--- src/rtl/lhp_pkg.sv ---
// Package: shared defaults and types for the local-history predictor.
// Assumes: users derive index widths from these defaults or their own overrides.
package lhp_pkg;

    localparam int DEF_NUM_BR = 4;
    localparam int DEF_HIST_W = 3;

    // Direction encoding used at every port of the block.
    typedef enum logic {
        DIR_NOT_TAKEN = 1'b0,
        DIR_TAKEN     = 1'b1
    } dir_e;

endpackage

--- src/rtl/lhp_history_bank.sv ---
// Module: bank of per-branch local history registers.
// Each register takes a repair value or a speculative one-bit shift,
// and a repair has priority over a shift aimed at the same entry.
// Assumes: HIST_W >= 2, NUM_BR >= 2, synchronous active-low reset.
module lhp_history_bank #(
    parameter int NUM_BR = lhp_pkg::DEF_NUM_BR,
    parameter int HIST_W = lhp_pkg::DEF_HIST_W,
    localparam int BR_W  = $clog2(NUM_BR)
) (
    input  logic                     clk,
    input  logic                     rst_n,
    input  logic                     spec_we,
    input  logic [BR_W-1:0]          spec_idx,
    input  logic                     spec_bit,
    input  logic                     fix_we,
    input  logic [BR_W-1:0]          fix_idx,
    input  logic [HIST_W-1:0]        fix_val,
    output logic [NUM_BR*HIST_W-1:0] hist_flat
);

    for (genvar g = 0; g < NUM_BR; g++) begin : g_entry
        logic [HIST_W-1:0] hist_q;
        logic              fix_hit;
        logic              spec_hit;

        // Decode whether this entry is the target of each update.
        always_comb begin
            fix_hit  = fix_we  && (fix_idx  == BR_W'(g));
            spec_hit = spec_we && (spec_idx == BR_W'(g));
        end

        // Hold the history: clear, repair, or shift in a guess.
        always_ff @(posedge clk) begin
            if (!rst_n) begin
                hist_q <= '0;
            end else if (fix_hit) begin
                hist_q <= fix_val;
            end else if (spec_hit) begin
                hist_q <= {hist_q[HIST_W-2:0], spec_bit};
            end
        end

        assign hist_flat[g*HIST_W +: HIST_W] = hist_q;
    end

endmodule

--- src/rtl/lhp_counter_table.sv ---
// Module: table of single-bit direction counters indexed by history value.
// One asynchronous read port, one write port, writes land at the clock edge.
// Assumes: synchronous active-low reset clears every counter.
module lhp_counter_table #(
    parameter int HIST_W  = lhp_pkg::DEF_HIST_W,
    localparam int DEPTH  = 1 << HIST_W
) (
    input  logic              clk,
    input  logic              rst_n,
    input  logic [HIST_W-1:0] rd_idx,
    output logic              rd_bit,
    input  logic              wr_en,
    input  logic [HIST_W-1:0] wr_idx,
    input  logic              wr_bit,
    output logic [DEPTH-1:0]  ctr_flat
);

    for (genvar e = 0; e < DEPTH; e++) begin : g_ctr
        logic ctr_q;

        // Store one counter bit; clear on reset, overwrite on a matching write.
        always_ff @(posedge clk) begin
            if (!rst_n) begin
                ctr_q <= 1'b0;
            end else if (wr_en && (wr_idx == HIST_W'(e))) begin
                ctr_q <= wr_bit;
            end
        end

        assign ctr_flat[e] = ctr_q;
    end

    // Select the counter addressed by the read index.
    always_comb begin
        rd_bit = ctr_flat[rd_idx];
    end

endmodule

--- src/rtl/lhp_local_predictor.sv ---
// Module: top of the local-history direction predictor.
// Predict: returns the counter at the branch's history and that history
// as a checkpoint, then shifts the guess in speculatively.
// Resolve: writes the outcome to the counter at the checkpoint and, if the
// guess was wrong, rebuilds the history from the checkpoint.
// Assumes: NUM_BR >= 2, HIST_W >= 2, synchronous active-low reset.
module lhp_local_predictor
    import lhp_pkg::*;
#(
    parameter int NUM_BR = DEF_NUM_BR,
    parameter int HIST_W = DEF_HIST_W,
    localparam int BR_W  = $clog2(NUM_BR),
    localparam int DEPTH = 1 << HIST_W
) (
    input  logic              clk,
    input  logic              rst_n,
    input  logic              pred_valid,
    input  logic [BR_W-1:0]   pred_br,
    output logic              pred_taken,
    output logic [HIST_W-1:0] pred_ckpt,
    input  logic              res_valid,
    input  logic [BR_W-1:0]   res_br,
    input  logic [HIST_W-1:0] res_ckpt,
    input  logic              res_taken,
    input  logic              res_pred_taken
);

    logic [NUM_BR*HIST_W-1:0] hist_flat;
    logic [DEPTH-1:0]         ctr_flat;
    logic [HIST_W-1:0]        cur_hist;
    dir_e                     guess;
    logic                     mispredict;
    logic [HIST_W-1:0]        repair_val;

    // Pick the history of the branch being predicted.
    always_comb begin
        cur_hist = hist_flat[int'(pred_br)*HIST_W +: HIST_W];
    end

    // Detect a wrong guess and form the repaired history.
    always_comb begin
        mispredict = res_valid && (res_taken != res_pred_taken);
        repair_val = {res_ckpt[HIST_W-2:0], res_taken};
    end

    lhp_history_bank #(
        .NUM_BR (NUM_BR),
        .HIST_W (HIST_W)
    ) u_hist (
        .clk       (clk),
        .rst_n     (rst_n),
        .spec_we   (pred_valid),
        .spec_idx  (pred_br),
        .spec_bit  (guess),
        .fix_we    (mispredict),
        .fix_idx   (res_br),
        .fix_val   (repair_val),
        .hist_flat (hist_flat)
    );

    logic ctr_rd;

    lhp_counter_table #(
        .HIST_W (HIST_W)
    ) u_ctr (
        .clk      (clk),
        .rst_n    (rst_n),
        .rd_idx   (cur_hist),
        .rd_bit   (ctr_rd),
        .wr_en    (res_valid),
        .wr_idx   (res_ckpt),
        .wr_bit   (res_taken),
        .ctr_flat (ctr_flat)
    );

    // Drive the predict outputs from the current history and its counter.
    always_comb begin
        guess      = dir_e'(ctr_rd);
        pred_taken = guess;
        pred_ckpt  = cur_hist;
    end

endmodule

--- config.mk ---
export PLATFORM = sky130hd
export DESIGN_NAME = lhp_local_predictor
export DESIGN_NICKNAME = d
export VERILOG_FILES = /design/src/rtl/lhp_pkg.sv /design/src/rtl/lhp_history_bank.sv /design/src/rtl/lhp_counter_table.sv /design/src/rtl/lhp_local_predictor.sv
export SDC_FILE = /design/constraint.sdc
export NUM_CORES = 1
export LEC_CHECK = 0
export ABC_AREA = 0
export ABC_CLOCK_PERIOD_IN_PS = 2870
export CORE_ASPECT_RATIO = 1.5
export CORE_MARGIN = 8
export CORE_UTILIZATION = 45
export DETAILED_ROUTE_END_ITERATION = 7
export PLACE_DENSITY = 0.68
export RECOVER_POWER = 25
export SLEW_MARGIN = 10
export SYNTH_ARGS = -nofsm -noshare
export SYNTH_HDL_FRONTEND = slang
export SYNTH_SLANG_ARGS = --single-unit
--- constraint.sdc ---
create_clock -name clk -period 2.87 [get_ports clk]
set_clock_uncertainty 0.2 [all_clocks]
set_input_delay 0.4305 -clock clk [delete_from_list [all_inputs] [get_ports clk]]
set_output_delay 0.4305 -clock clk [all_outputs]
set_load 0.03 [all_outputs]
==> results of run 1 <==
[state kept, by name, summed over array words and instances (netlist names)]
name and cells:
u_ctr.g_ctr.ctr_q 8, u_hist.g_entry.hist_q 12
[stage by stage]
step | setup slack, ps | util | power, W | setup TNS [ps] | instance area [um^2]
2_1_floorplan | 435 | - | 0.000358 | 0 | 1160
3_3_place_gp | -482 | 0.567 | 0.000400 | -719 | 1390
3_5_place_dp | -579 | 0.567 | 0.000403 | -1020 | 1390
4_1_cts | 33.0 | 0.589 | 0.000634 | 0 | 1440
5_1_grt | 41.2 | 0.587 | 0.000659 | 0 | 1440
6_report | 79.5 | 0.587 | 0.000631 | 0 | 1440
[synth_stat cells, drive strengths merged]
cell     count  area [um^2]
nand3b       2         15.0
nand2b       1         6.26
nor2         2         7.51
mux2         1         15.0
nor3b        3         22.5
nand4        5         31.3
nor2b        8         50.1
nand3        2         10.0
clkbuf       7         26.3
inv          3         11.3
nand4bb      1         11.3
nor3         1         5.00
mux4         3         75.1
o211a        8         80.1
a41o         4         40.0
buf          2         22.5
mux2i       22          220
nand4b       5         43.8
nand2       10         37.5
xor2         1         8.76
o21ai        4         20.0
dfxtp       20          400
[power by group]
group          internal (W)  total (W)  switching (W)
Combinational     0.0000528   0.000104      0.0000514
Sequential         0.000286   0.000292     0.00000613
Clock              0.000141   0.000234      0.0000927
[cell families (layout without fill, tap and decap cells)]
| family | Yosys count | after routing | synth area share |
|---|---|---|---|
| DFF | 20 | 20 | 0.345 |
| and+or+nand+nor | 40 | 40 | 0.207 |
| xor gates and xnor gates | 1 | 1 | 0.00755 |
| buffers and inverters | 12 | 36 | 0.0518 |
| AOI/OAI and AO/OA | 16 | 16 | 0.121 |
| muxes | 26 | 26 | 0.268 |
[worst min path at each step]
stage                              start                   end  slack [ps]  cells after the start
floorplan           u_ctr.g_ctr[0].ctr_q  u_ctr.g_ctr[0].ctr_q         280                      2
global placement    u_ctr.g_ctr[5].ctr_q  u_ctr.g_ctr[5].ctr_q         330                      2
detailed placement  u_ctr.g_ctr[7].ctr_q  u_ctr.g_ctr[7].ctr_q         320                      2
CTS                 u_ctr.g_ctr[1].ctr_q  u_ctr.g_ctr[1].ctr_q         350                      2
global route        u_ctr.g_ctr[1].ctr_q  u_ctr.g_ctr[1].ctr_q         360                      2
finish              u_ctr.g_ctr[1].ctr_q  u_ctr.g_ctr[1].ctr_q         340                      2
[area by class of cell]
cell class / instances / area, um^2
Clock buffer: 3 / 22.5
Clock inverter: 1 / 30.0
Fill cell: 217 / 1010
Inverter: 3 / 11.3
Multi-Input combinational cell: 83 / 699
Sequential cell: 20 / 400
Tap cell: 24 / 30.0
Timing Repair Buffer: 29 / 245
[per-layer routing]
layer,vias up,track usage
li1,477,-
met1,459,0.140
met2,28,0.242
met3,6,0.0261
met4,0,0.0705
met5,-,0
[placed cells by master, fill, tap and decap left out, drive strengths merged, types with 2 or more instances in the layout]
cell type | synthesis | final
a41o | 4 | 4
buf | 2 | 15
nor3b | 3 | 3
nand4b | 5 | 5
dfxtp | 20 | 20
clkbuf | 7 | 4
clkdlybuf4s50 | 0 | 12
mux4 | 3 | 3
o21ai | 4 | 4
nand2 | 10 | 10
nor2b | 8 | 8
o211a | 8 | 8
mux2i | 22 | 22
nand3 | 2 | 2
nor2 | 2 | 2
nand4 | 5 | 5
inv | 3 | 3
nand3b | 2 | 2
[worst max-delay path: stages]
cell             delay, ps
clkdlybuf4s50_1        500
buf_4                  160
mux4_1                 320
buf_4                  160
clkdlybuf4s50_1        580
[what timing repair did]
| item | in CTS | in global routing |
|---|---|---|
| setup buffers | 0 | 1 |
| endpoints found under the setup margin | 3 | 2 |
| hold buffers | 0 | 0 |
| pin swaps | 0 | 0 |
| endpoints found under the hold margin | 0 | 0 |
| resized for setup | 5 | 3 |
==> flow_metrics.tcl, run 1 <==
set metrics [dict create \
    post-dp-hpwl_um 2210 \
    whs_ps 344 \
    dr.max_layer_used "met4" \
    cts_tree "yes" \
    die_area_um2 4490 \
    layout_min_cycle_time_ps 2790 \
    core_area_um2 2450 \
    hp-class "register to register" \
    crit_end "pred_ckpt[2]" \
    ys_seq_elements 20 \
    grt_pass1_wl_um 4660 \
    chipWidth_um 57.5 \
    portBuffers 16 \
    yosysWarnings 0 \
    peakVddDrop_v 0.000314 \
    met3_length_um 169 \
    path_clk_slew_ps 110 \
    grt_max_degree 19 \
    htreeDepth 1 \
    r2r_start "u_hist.g_entry[3].hist_q[0]" \
    met1_length_um 1210 \
    route.met2.wl_um 1500 \
    worstSetupPathType "primary input to output pin" \
    final_cells 163 \
    tightest_slew_ps 580 \
    r2r_cells 6 \
    grt_use_total 0.134 \
    r2r_setup_slack_ps 720 \
    ctsLongestPathBuffers 2 \
    yosysSeqAreaShare 0.345 \
    die_h_um 78.2 \
    slew_violations 0 \
    worstPathArrival_ps 2160 \
    finalHoldViolations 0 \
    syn_area_per_cell_um2 10.1 \
    drive_gt1_frac 0.158 \
    clock_latency_ps 310 \
    grt_setup_unrepaired "no" \
    postRouteAntennaNets 0 \
    crit_required_ps 2240 \
    firstDrtPassIters 4 \
    run_status "finished, final reports clean" \
    cts_root_buffer "clkbuf_4" \
    boundaryPins 17 \
    fmax_ghz 0.358 \
    end_kind "output pin" \
    startpoint "pred_br[1]" \
    ys_types 23 \
    initial_core_util 0.473 \
    num_rows 22 \
    antenna_found_initial 0 \
    n_antenna_cell 0 \
    vias_per_cell 5.95 \
    drt_iter0_markers 13 \
    grt_pass1_vias 970 \
    max_slew_margin 0.612 \
    cp-start-kind "primary input" \
    nets 153 \
    p_leak_nw 0.725 \
    wl_um 2920 \
    rr_endpoint "u_hist.g_entry[2].hist_q[0]" \
    wl_per_cell_um 17.9 \
    syn_area_um2 1160 \
    fin_crit_sh 0.972 \
    gp_congestion 0.869 \
    syn-instance-count 115 \
    cts_buffers 3 \
    area_growth_pct 24.1 \
    cap_violations 0 \
    setup_viol 0 \
    p_per_area_nw_per_um2 438 \
    synth_nets 128 \
    grt-ovfl-total 0 \
    crit_fanout 6 \
    vias 970 \
    drc 0 \
    placedCellCount 158 \
    clock_sinks 20 \
]
Note: power is estimated with default switching activity, not from simulation.
==> run 2, diff against run 1 <==
Settings changed: CORE_MARGIN 8 to 10, PLACE_DENSITY 0.68 to default, PLACE_DENSITY_LB_ADDON from default to 0.2.
==> run 2 against run 1 <==
Against the previous run:
- combinational power is essentially flat
- worst setup slack better by 42 ps
- sequential share of layout area increased by 0.59 points
- count of clock-buffer cells in the layout increased by 1
- hold slack barely moved
- first-iteration DRC count grew 69%
- cell count fell by 1.2%
- non-clock buffer count is 2 lower
- power down 12%
- critical path type unchanged
- highest routed layer unchanged
==> flow_metrics.tcl, run 2 (synthesized netlist as in run 1, its figures left out) <==
set metrics [dict create \
    path_clk_slew_ps 110 \
    postRouteAntennaNets 0 \
    p_leak_nw 0.709 \
    ctsLongestPathBuffers 2 \
    chipWidth_um 61.5 \
    whs_ps 345 \
    clockPowerShare 0.292 \
    r2r_start "u_hist.g_entry[2].hist_q[0]" \
    cap_violations 0 \
    cts_root_buffer "clkbuf_4" \
    slew_violations 0 \
    vias 980 \
    grt-ovfl-total 0 \
    largest_register_ffs 12 \
    combPwrFrac 0.183 \
    cts_tree "yes" \
    wl_per_cell_um 18.1 \
    fin_crit_sh 0.958 \
    peakVddDrop_v 0.000311 \
    max_slew_margin 0.584 \
    r2r_cells 5 \
    tightest_slew_ps 623 \
    gp_congestion 0.929 \
    grt_pass1_wl_um 4800 \
    area_growth_pct 21.5 \
    core_area_um2 2450 \
    grt_max_degree 15 \
    hp-class "register to register" \
    post-dp-hpwl_um 2290 \
    grt_pass1_vias 1015 \
    portBuffers 16 \
    cts_resized 7 \
    p_per_area_nw_per_um2 395 \
    clock_latency_ps 300 \
    die_h_um 82.2 \
    crit_end "pred_taken" \
    r2r_setup_slack_ps 850 \
    mostFrequentLayoutCell "mux2i_1" \
    layout_min_cycle_time_ps 2750 \
    cp-start-kind "primary input" \
    clock_sinks 20 \
    end_kind "output pin" \
    initial_core_util 0.473 \
    num_rows 22 \
    finalHoldViolations 0 \
    boundaryPins 17 \
    final_cell_mix "22 x mux2i_1, 20 x dfxtp_1, 11 x clkdlybuf4s50_1" \
    ctsHoldBuffers 0 \
    nets 151 \
    htreeDepth 1 \
    firstDrtPassIters 4 \
    regMostFlops "u_hist.g_entry.hist_q" \
    die_area_um2 5050 \
    worstPathArrival_ps 2120 \
    crit_fanout 5 \
    grt_use_total 0.124 \
    p_int_w 0.000415 \
    drc 0 \
    rr_endpoint "u_hist.g_entry[0].hist_q[0]" \
    grt_setup_unrepaired "no" \
    antenna_found_initial 0 \
    reg_top3 "u_hist.g_entry.hist_q: 12 flops, u_ctr.g_ctr.ctr_q: 8 flops" \
    startpoint "pred_br[0]" \
    setup_viol 0 \
    wl_um 2920 \
    drt_iter0_markers 22 \
    worstSetupPathType "primary input to output pin" \
    fmax_ghz 0.364 \
    vias_per_cell 6.09 \
    switching_share 0.254 \
    cts_buffers 3 \
    post-cts-setup-buffers 0 \
    run_status "finished, final reports clean" \
    finalPower_w 0.000556 \
    n_antenna_cell 0 \
    power_frac_seq 0.526 \
    p_switching_w 0.000141 \
    crit_required_ps 2240 \
    drive_gt1_frac 0.124 \
]
run 2: cell count changes in the layout (fill, tap and decap cells not counted), sizes merged:
cell	before	now
buf	15	11
bufinv	1	0
clkbuf	4	5
clkdlybuf4s50	12	11
dlygate4sd2	0	2
dlygate4sd3	1	2
run 2: worst min-delay path by stage:
stage | from | end | slack, ps | cells past startpoint
4_1_cts | u_ctr.g_ctr[0].ctr_q | u_ctr.g_ctr[0].ctr_q | 350 | 2
2_1_floorplan | u_ctr.g_ctr[0].ctr_q | u_ctr.g_ctr[0].ctr_q | 280 | 2
6_report | u_ctr.g_ctr[0].ctr_q | u_ctr.g_ctr[0].ctr_q | 340 | 2
5_1_grt | u_ctr.g_ctr[0].ctr_q | u_ctr.g_ctr[0].ctr_q | 380 | 2
3_3_place_gp | u_ctr.g_ctr[2].ctr_q | u_ctr.g_ctr[2].ctr_q | 310 | 2
3_5_place_dp | u_ctr.g_ctr[0].ctr_q | u_ctr.g_ctr[0].ctr_q | 320 | 2
run 2: power groups by stage:
| stage | registers, W | clock network, W | logic [W] |
|---|---|---|---|
| after CTS | 0.000292 | 0.000167 | 0.000102 |
| final | 0.000292 | 0.000162 | 0.000102 |
| after global placement | 0.000299 | 0 | 0.000100 |
| after global routing | 0.000293 | 0.000180 | 0.000110 |
| after detailed placement | 0.000299 | 0 | 0.000103 |
| after floorplan | 0.000296 | 0 | 0.0000618 |
run 2: worst max-delay path, stage by stage:
cell,delay [ps]
dlygate4sd2_1,290
mux4_2,610
mux2i_1,190
mux2i_1,100
mux2_4,300
buf_2,190
run 2: cell type report:
type	instances	area, um^2
multi-input combinational	83	699
clock buffer	4	36.3
timing repair buffer	27	231
sequential	20	400
fill	232	1040
inverter	3	11.3
tap	24	30.0
run 2: layer usage:
layer | track usage | up-vias | share of wire
li1 | - | 477 | -
met1 | 0.126 | 469 | 0.39
met2 | 0.234 | 28 | 0.55
met3 | 0.0275 | 6 | 0.037
met4 | 0.0471 | 0 | 0.016
met5 | 0 | - | 0
run 2: through the flow:
stage,util,setup WS [ps],setup TNS (ps),std cells,area [um^2]
after detailed placement,0.565,-581,-1000,157,1380
after CTS,0.577,121,0,161,1410
after global routing,0.575,33.0,0,161,1410
after floorplan,-,435,0,115,1160
final,0.575,121,0,161,1410
after global placement,0.565,-490,-785,157,1380
==> run 3, diff against run 2 <==
Settings changed: ABC_AREA 0 to 1.
==> run 3 against run 2 <==
Against the previous run:
- flip-flop and latch count did not move
- utilization is 1.4 points lower
- global-route usage rose by 1.2 points
- hold slack got worse by 76 ps
- cell count is 52% higher
- first-iteration DRC count grew to 3.5 times the previous value
- power rose by 7.5%
- non-clock buffer count shrank 9
- critical path type unchanged
- highest routed layer unchanged
==> flow_metrics.tcl, run 3 <==
set metrics [dict create \
    multiInputGateArea_um2 713 \
    r2r_setup_slack_ps 1240 \
    max_stage_delay_ps 700 \
    worstPathArrival_ps 2070 \
    post-cts-setup-buffers 0 \
    peakVddDrop_v 0.000292 \
    cts_tree "yes" \
    ctsLongestPathBuffers 2 \
    setup_viol 0 \
    rr_endpoint "u_hist.g_entry[1].hist_q[0]" \
    p_leak_nw 0.640 \
    n_antenna_cell 0 \
    hold_path_end "u_ctr.g_ctr[4].ctr_q" \
    antenna_found_initial 0 \
    syn_area_um2 1240 \
    vias 1292 \
    grt_pass1_vias 1336 \
    cap_violations 0 \
    crit_fanout 7 \
    synthArstFlopShare 0 \
    tightest_slew_ps 551 \
    grt_pass1_wl_um 5990 \
    crit_chain "clkdlybuf4s50_1, nand3_1, nand3_1, clkdlybuf4s50_1" \
    ys.flop_type "dfxtp_1" \
    r2r_cells 10 \
    max_slew_margin 0.632 \
    grt_setup_unrepaired "no" \
    crit_slowest_cell "clkdlybuf4s50_1" \
    postPlaceCellArea_um2 1440 \
    nets 222 \
    drc 0 \
    fin_crit_sh 0.942 \
    yosysTopAreaCellShare 0.323 \
    combPwrFrac 0.198 \
    vias_per_cell 5.30 \
    yosys-top-cells-area "dfxtp_1 32%, nand2_1 18%, inv_1 7.0%" \
    cts_resized 0 \
    synth_common_cells "60 x nand2_1, 23 x inv_1, 20 x dfxtp_1, 15 x nor2_1, 14 x nand3_1" \
    yosysWarnings 0 \
    area.sequential_um2 400 \
    drt_iter0_markers 76 \
    area_growth_pct 19.8 \
    syn-instance-count 190 \
    reg_top3 "u_hist.g_entry.hist_q: 12 flops, u_ctr.g_ctr.ctr_q: 8 flops" \
    p_per_area_nw_per_um2 403 \
    portBuffers 16 \
    grt_max_degree 17 \
    slew_violations 0 \
    switching_share 0.290 \
    mostFrequentLayoutCell "nand2_1" \
    fmax_ghz 0.370 \
    ctsHoldBuffers 0 \
    cp-start-kind "primary input" \
    postLayoutCellArea_um2 1490 \
    wl_um 3460 \
    synth.largest_area_cell "dfxtp_1" \
    die_area_um2 5300 \
    firstDrtPassIters 4 \
    worstSetupPathType "primary input to output pin" \
    initial_core_util 0.468 \
    post-dp-hpwl_um 2700 \
    run_status "finished, final reports clean" \
    wl_per_cell_um 14.2 \
    final_cell_mix "60 x nand2_1, 23 x inv_1, 20 x dfxtp_1" \
    grt-ovfl-total 0 \
    die_h_um 84.3 \
    htreeDepth 1 \
    yosysMostFrequentCell "nand2_1" \
    layout_min_cycle_time_ps 2700 \
    gp_congestion 0.916 \
    core_area_um2 2650 \
    p_switching_w 0.000174 \
    clock_latency_ps 260 \
    p_int_w 0.000424 \
    r2r_start "u_hist.g_entry[3].hist_q[0]" \
    num-fill-cells 275 \
    synth_edf_count 0 \
    synth_nets 203 \
    ys_types 26 \
    crit_required_ps 2240 \
    num_rows 23 \
    end_kind "output pin" \
    holdPathStages 2 \
    drive_gt1_frac 0.111 \
    ys_seq_elements 20 \
    cts_root_buffer "clkbuf_8" \
    chipWidth_um 62.9 \
    yosysSeqAreaShare 0.323 \
    finalHoldViolations 0 \
    cts_buffers 3 \
    grt_use_total 0.136 \
    clock_sinks 20 \
    largest_register_ffs 12 \
    postRouteAntennaNets 0 \
    path_clk_slew_ps 70 \
    power_frac_seq 0.489 \
    finalSetupTns_ps 0 \
    min_from "u_ctr.g_ctr[4].ctr_q" \
    hp-class "register to register" \
    boundaryPins 17 \
    regMostFlops "u_hist.g_entry.hist_q" \
    clockPowerShare 0.313 \
    syn_area_per_cell_um2 6.53 \
]
-- run 3: how the worst max path moves through the flow --
stage                from      endpoint  cells past startpoint
3_5_place_dp   pred_br[1]  pred_ckpt[2]                      7
2_1_floorplan  pred_br[0]    pred_taken                      9
4_1_cts        pred_br[1]  pred_ckpt[2]                      7
3_3_place_gp   pred_br[0]  pred_ckpt[2]                      6
6_report       pred_br[1]  pred_ckpt[1]                      4
5_1_grt        pred_br[1]    pred_taken                      9
-- run 3: through the flow --
step                      hold WS [ps]  power [W]  std cells   util  worst slack [ps]
after detailed placement           266   0.000417        241  0.543              50.9
after CTS                          276   0.000601        244  0.558              18.2
after floorplan                    229   0.000372        190      -               588
after global routing               300   0.000626        244  0.561              66.9
after global placement             268   0.000414        241  0.543              79.3
final                              269   0.000598        244  0.561               167
-- run 3: metal layers --
metal  routed length, um  global-route usage
met4                  74              0.0490
met2                1800               0.257
met5                   0                   0
met1                1410               0.141
met3                 170              0.0293
-- run 3: layout make-up --
| type | instances | share of cell area |
|---|---|---|
| Multi-Input combinational cell | 139 | 0.480 |
| Tap cell | 37 | 0.0312 |
| Inverter | 27 | 0.0699 |
| Clock buffer | 3 | 0.0278 |
| Timing Repair Buffer | 18 | 0.121 |
| Sequential cell | 20 | 0.270 |
-- run 3: power by group through the flow --
| stage | Combinational, W | Clock (W) | Sequential (W) |
|---|---|---|---|
| floorplan | 0.0000758 | 0 | 0.000296 |
| global placement | 0.000116 | 0 | 0.000298 |
| detailed placement | 0.000119 | 0 | 0.000299 |
| CTS | 0.000120 | 0.000189 | 0.000292 |
| global route | 0.000132 | 0.000201 | 0.000293 |
| finish | 0.000118 | 0.000187 | 0.000292 |
-- run 3: logic make-up after synthesis --
group                  share of synthesized area
buffers and inverters                      0.102
AO/OA/AOI/OAI                              0.152
AND/OR/NAND/NOR                            0.423
flip-flops                                 0.323
-- run 3: critical path: cells and delay by family --
| family | cells | cell delay [ps] |
|---|---|---|
| and+or+nand+nor | 2 | 310 |
| buffers and inverters | 2 | 1320 |
